[config.mk]
export PLATFORM = sky130hd
export DESIGN_NAME = fcmp_cond_unit
export DESIGN_NICKNAME = d
export VERILOG_FILES = /design/src/rtl/fcmp_pkg.sv /design/src/rtl/fcmp_classify.sv /design/src/rtl/fcmp_relation.sv /design/src/rtl/fcmp_cond_select.sv /design/src/rtl/fcmp_cond_unit.sv
export SDC_FILE = /design/constraint.sdc
export NUM_CORES = 1
export LEC_CHECK = 0
export ABC_AREA = 1
export BUFFER_PORTS_ARGS = -buffer_cell sky130_fd_sc_hd__buf_2
export CAP_MARGIN = 20
export CORE_MARGIN = 2
export CORE_UTILIZATION = 49
export CTS_BUF_LIST = sky130_fd_sc_hd__clkbuf_2 sky130_fd_sc_hd__clkbuf_4 sky130_fd_sc_hd__clkbuf_8
export DETAILED_ROUTE_END_ITERATION = 12
export GPL_TIMING_DRIVEN = 1
export PLACE_DENSITY = 0.95
export SYNTH_ARGS = -nofsm -noshare
export SYNTH_HDL_FRONTEND = slang
export SYNTH_SLANG_ARGS = --single-unit
[constraint.sdc]
create_clock -name clk -period 3.5 [get_ports clk]
set_input_delay 0.875 -clock clk [delete_from_list [all_inputs] [get_ports clk]]
set_output_delay 0.875 -clock clk [all_outputs]
set_load 0.005 [all_outputs]
[src/rtl/fcmp_pkg.sv]
package fcmp_pkg;

    typedef enum logic [1:0] {
        REL_LT = 2'd0,
        REL_EQ = 2'd1,
        REL_GT = 2'd2,
        REL_UN = 2'd3
    } rel_e;

    localparam int EXC_W   = 5;
    localparam int EXC_INV = 4;

    typedef struct packed {
        logic sign;
        logic is_zero;
        logic is_nan;
        logic is_snan;
    } fpclass_t;

    typedef struct packed {
        logic             vld;
        logic             cond;
        logic [EXC_W-1:0] exc;
    } out_st_t;

endpackage

[src/rtl/fcmp_classify.sv]
module fcmp_classify
    import fcmp_pkg::*;
#(
    parameter int EXP_W = 11,
    parameter int MAN_W = 52,
    localparam int VAL_W = EXP_W + MAN_W + 1,
    localparam int MAG_W = EXP_W + MAN_W
) (
    input  logic [VAL_W-1:0] val,
    output fpclass_t         cls,
    output logic [MAG_W-1:0] mag
);
    logic [EXP_W-1:0] expo;
    logic [MAN_W-1:0] frac;
    logic             exp_ones;
    logic             frac_nz;

    always_comb begin
        expo        = val[VAL_W-2 -: EXP_W];
        frac        = val[MAN_W-1:0];
        exp_ones    = &expo;
        frac_nz     = |frac;
        mag         = val[MAG_W-1:0];
        cls.sign    = val[VAL_W-1];
        cls.is_zero = ~|mag;
        cls.is_nan  = exp_ones & frac_nz;
        cls.is_snan = exp_ones & frac_nz & ~frac[MAN_W-1];
    end
endmodule

[src/rtl/fcmp_relation.sv]
module fcmp_relation
    import fcmp_pkg::*;
#(
    parameter int MAG_W = 63
) (
    input  fpclass_t         cls_a,
    input  fpclass_t         cls_b,
    input  logic [MAG_W-1:0] mag_a,
    input  logic [MAG_W-1:0] mag_b,
    output rel_e             rel
);
    logic mag_lt;
    logic mag_eq;

    always_comb begin
        mag_lt = mag_a < mag_b;
        mag_eq = mag_a == mag_b;
        if (cls_a.is_nan || cls_b.is_nan) begin
            rel = REL_UN;
        end else if (cls_a.is_zero && cls_b.is_zero) begin
            rel = REL_EQ;
        end else if (cls_a.sign != cls_b.sign) begin
            rel = cls_a.sign ? REL_LT : REL_GT;
        end else if (mag_eq) begin
            rel = REL_EQ;
        end else if (mag_lt ^ cls_a.sign) begin
            rel = REL_LT;
        end else begin
            rel = REL_GT;
        end
    end
endmodule

[src/rtl/fcmp_cond_select.sv]
module fcmp_cond_select
    import fcmp_pkg::*;
(
    input  rel_e             rel,
    input  logic [3:0]       rel_mask,
    input  logic             sig_mode,
    input  logic             any_nan,
    input  logic             any_snan,
    output logic             cond,
    output logic [EXC_W-1:0] exc
);
    always_comb begin
        cond         = rel_mask[rel];
        exc          = '0;
        exc[EXC_INV] = sig_mode ? any_nan : any_snan;
    end
endmodule

[src/rtl/fcmp_cond_unit.sv]
module fcmp_cond_unit
    import fcmp_pkg::*;
#(
    parameter int DP_EXP = 11,
    parameter int DP_MAN = 52,
    parameter int SP_EXP = 8,
    parameter int SP_MAN = 23
) (
    input  logic        clk,
    input  logic        rst_n,
    input  logic        cmp_valid,
    input  logic        is_dbl,
    input  logic        sig_mode,
    input  logic [3:0]  rel_mask,
    input  logic [63:0] op_a,
    input  logic [63:0] op_b,
    output logic        res_valid,
    output logic        cond_out,
    output logic [4:0]  exc_out
);
    localparam int DP_W   = DP_EXP + DP_MAN + 1;
    localparam int SP_W   = SP_EXP + SP_MAN + 1;
    localparam int DP_MAG = DP_W - 1;
    localparam int SP_MAG = SP_W - 1;
    localparam int N_OPS  = 2;

    logic [DP_W-1:0]   opnd    [N_OPS];
    fpclass_t          cls_sel [N_OPS];
    logic [DP_MAG-1:0] mag_sel [N_OPS];

    assign opnd[0] = op_a;
    assign opnd[1] = op_b;

    for (genvar i = 0; i < N_OPS; i++) begin : g_opnd
        fpclass_t          cls_dp;
        fpclass_t          cls_sp;
        logic [DP_MAG-1:0] mag_dp;
        logic [SP_MAG-1:0] mag_sp;

        fcmp_classify #(.EXP_W(DP_EXP), .MAN_W(DP_MAN)) u_cls_dp (
            .val (opnd[i]),
            .cls (cls_dp),
            .mag (mag_dp)
        );

        fcmp_classify #(.EXP_W(SP_EXP), .MAN_W(SP_MAN)) u_cls_sp (
            .val (opnd[i][SP_W-1:0]),
            .cls (cls_sp),
            .mag (mag_sp)
        );

        always_comb begin
            if (is_dbl) begin
                cls_sel[i] = cls_dp;
                mag_sel[i] = mag_dp;
            end else begin
                cls_sel[i] = cls_sp;
                mag_sel[i] = {{(DP_MAG-SP_MAG){1'b0}}, mag_sp};
            end
        end
    end

    rel_e             rel_w;
    logic             cond_w;
    logic [EXC_W-1:0] exc_w;
    logic             any_nan_w;
    logic             any_snan_w;

    assign any_nan_w  = cls_sel[0].is_nan  | cls_sel[1].is_nan;
    assign any_snan_w = cls_sel[0].is_snan | cls_sel[1].is_snan;

    fcmp_relation #(.MAG_W(DP_MAG)) u_rel (
        .cls_a (cls_sel[0]),
        .cls_b (cls_sel[1]),
        .mag_a (mag_sel[0]),
        .mag_b (mag_sel[1]),
        .rel   (rel_w)
    );

    fcmp_cond_select u_sel (
        .rel      (rel_w),
        .rel_mask (rel_mask),
        .sig_mode (sig_mode),
        .any_nan  (any_nan_w),
        .any_snan (any_snan_w),
        .cond     (cond_w),
        .exc      (exc_w)
    );

    out_st_t st_d;
    out_st_t st_q;

    always_comb begin
        st_d     = st_q;
        st_d.vld = cmp_valid;
        if (cmp_valid) begin
            st_d.cond = cond_w;
            st_d.exc  = exc_w;
        end
    end

    always_ff @(posedge clk) begin
        if (!rst_n) begin
            st_q <= '0;
        end else begin
            st_q <= st_d;
        end
    end

    assign res_valid = st_q.vld;
    assign cond_out  = st_q.cond;
    assign exc_out   = st_q.exc;
endmodule

==> summary.txt <==
Finish
  • Non-Filler Instances: 802
  • Area Growth Syn to Fin: 27.2%
  • Fillers: 555
  • Proportion of layout cells with a drive suffix above 1: 21.2%
  • FF+latch area: 60.1 um2
  • Ant. Diodes: 0
  • Nets: 928
  • Multi-input gate area: 2520 um2

Hold path
  • HP Class: reg -> reg
  • Hold path start: exc_out[4]
  • Worst Hold Depth: 2

Critical path
  • CP most frequent cell: nand2_1
  • Crit path capture type: register
  • Crit-path slowest cell: ha_1
  • Critical Path Source: is_dbl
  • Worst R2R Setup Slack: 2.91 ns
  • Reg-to-reg critical path endpoint: cond_out
  • Crit path DAT: 3.11 ns
  • CP Max Fanout: 18
  • Slowest stage delay, CP: 0.29 ns
  • Crit path cell chain: buf_2 > buf_4 > nand2_1 > ha_1 > nand2_1 > nor2_1 > nand2_1 > nor2_1 > nand2_1 > nor3b_1 > nand2_1 > nand2_1 > nand2_1 > nand3_1 > nand2_1 > nand2_1 > nand3_1 > a21oi_2
  • WS Path Type: in -> reg
  • Crit path to: cond_out
  • R2r worst-path depth: 2
  • FF-to-FF Start: cond_out
  • Critical path launch point type: input port
  • Worst Path Required: 3.65 ns

Global route
  • Initial antenna violation count: 0
  • First-pass GRT wire length: 14,400 um
  • Pin count of the biggest net entering global routing: 43
  • Gr ovfl total: 0
  • All-layer global routing usage: 25.8%
  • Vias in the first global route: 3,687

Clock network
  • Hold buffer count at CTS: 0
  • Max Buffers Root-to-Sink: 2
  • CTS tree: built
  • Root Buffer: clkbuf_8
  • Clk_lat worst skew: 0.22 ns
  • Worst-path clk slew: 0.03 ns
  • Cts repair resizes: 0
  • Htree depth: 1
  • Sink Count: 3
  • Number of setup buffers added after CTS: 0
  • Cts bufs inserted: 3

Outcome
  • Status: completed

Timing
  • Final setup violation count: 0
  • Fin crit period: 2.95 ns
  • Final hold vios: 0
  • Final period util: 84.4%
  • Hold WS: 0.478 ns
  • Slew Limit Fails: 0
  • RSZ-0062 raised after global routing: no
  • Worst Setup Slack, final: 0.546 ns
  • Skew final: 0 ns
  • Final TNS setup: 0 ns
  • Fmax: 339 MHz

Synthesis
  • Async SR Flop Fraction: 0%
  • Syn. warnings: 0
  • Commonest cells post-synth: nand2_1 (203), nor2_1 (113), inv_1 (101)
  • Sequential-to-total area share from yosys stat: 2.00%
  • Top post-synthesis cells by area: ha_1 (26%), nand2_1 (25%), nor2_1 (14%), inv_1 (13%), a21oi_1 (4.2%)
  • Cell Area, Synth: 3010 um2
  • Seq cells post-synth: 3
  • Yosys top cell area share: 26.2%
  • Syn avg cell area: 5.10 um2
  • Cell variety after synth: 27
  • Cell with the most instances after synthesis: nand2_1
  • Number of flops mapped to enable cells by yosys: 0
  • Mapped Cells: 590
  • Dominant cell type by area after synthesis: ha_1
  • Post-synth top flop: dfxtp_1

Drt
  • DR vias: 4,111
  • ANT nets after route: 0
  • First-pass DRT Iterations: 5
  • Initial DRC count: 170
  • Total wire length: 9080 um
  • DR WL/cell: 11.3 um
  • Via/cell ratio: 5.13
  • DRC viols: 0

Floorplanning
  • Horiz. Die Dim: 82.4 um
  • Full die area: 6790 um2
  • # rows: 28
  • Core ar.: 5920 um2
  • Die Y: 82.4 um
  • IO Pins: 144
  • Initial Utilization: 50.8%

Power and ir drop
  • Pwr Density: 140 nW/um2
  • Max VDD drop: 114 uV
  • Power, Total: 536 uW
  • Leakage power: 2.45 nW

Placed design
  • RePlAce Congestion: 0.873
  • HPWL after detailed placement: 8120 um
  • Port buffer count: 139
  • DP Worst Slack: 0.348 ns
  • Cell count after placement: 798

Run
  • Max Cap Violations: 0
## layer usage
metal	global-route usage (%)	vias to the layer above	wire length, um
met4	4.33	0	80
met3	2.39	10	626
met1	29.5	1833	3790
li1	-	2108	-
met5	0	-	0
met2	51.7	160	4590
## layout make-up
| cell class | count | share of cell area [%] |
|---|---|---|
| multi-input cells | 476 | 65.7 |
| repair buffers | 141 | 18.9 |
| clock buffers | 4 | 1.27 |
| flip-flops and latches | 3 | 1.57 |
| inverters | 103 | 10.1 |
| well taps | 75 | 2.45 |
## worst max-delay path: cells and delay by family
family	cells	cell delay [ns]
buffers and inverters	2	0.50
AO/OA/AOI/OAI	1	0.12
adder cells (fa/ha/maj)	1	0.29
AND/OR/NAND/NOR	14	1.31
## how the worst min path moves through the flow
stage                 end
2_1_floorplan  exc_out[4]
3_3_place_gp   exc_out[4]
3_5_place_dp   exc_out[4]
4_1_cts        exc_out[4]
5_1_grt        exc_out[4]
6_report       exc_out[4]
## logic make-up (layout without fill, tap and decap cells)
logic type,count (synthesis),in the layout,synth area share [%]
AO/OA/AOI/OAI,43,43,8.06
AND/OR/NAND/NOR,366,366,48.9
other,1,4,0.125
adder cells (fa/ha/maj),63,63,26.2
flip-flops,3,3,2.00
buffers and inverters,114,248,14.8
## registers in the layout, summed over array words and instances, names as in the netlist
register   cells
exc_out        1
res_valid      1
cond_out       1
## through the flow
stage / util, % / area, um2
floorplan: - / 3020
global placement: 63.9 / 3780
detailed placement: 63.9 / 3780
CTS: 64.7 / 3830
global route: 64.7 / 3830
finish: 64.7 / 3830
## cell usage in the layout (no fill, tap or decap)
| cell | count |
|---|---|
| a31oi_1 | 1 |
| nand3_1 | 22 |
| a21oi_2 | 1 |
| o21ai_0 | 8 |
| o221ai_1 | 1 |
| clkbuf_4 | 1 |
| clkbuf_8 | 3 |
| conb_1 | 4 |
| a21oi_1 | 25 |
| buf_2 | 139 |
| inv_1 | 101 |
| nand4_1 | 14 |
| ha_1 | 63 |
| a21o_1 | 2 |
| inv_2 | 2 |
| buf_12 | 1 |
| buf_4 | 1 |
| nand3_2 | 1 |
| dfxtp_1 | 3 |
| nand3b_1 | 2 |
| nor3_1 | 6 |
| nor2_2 | 4 |
| nor2_1 | 113 |
| nand2_1 | 203 |
| o21ai_2 | 1 |
| nor3b_1 | 1 |
| o21a_1 | 3 |
| o211ai_1 | 1 |
## power by group
group          switching, mW  total (mW)  internal, mW  leakage [nW]
logic                  0.220       0.388         0.168          2.40
registers           0.000956      0.0376        0.0366        0.0248
clock network         0.0249       0.110        0.0856        0.0262
total                  0.246       0.536         0.290          2.45
(Power assumes the default switching activity.)
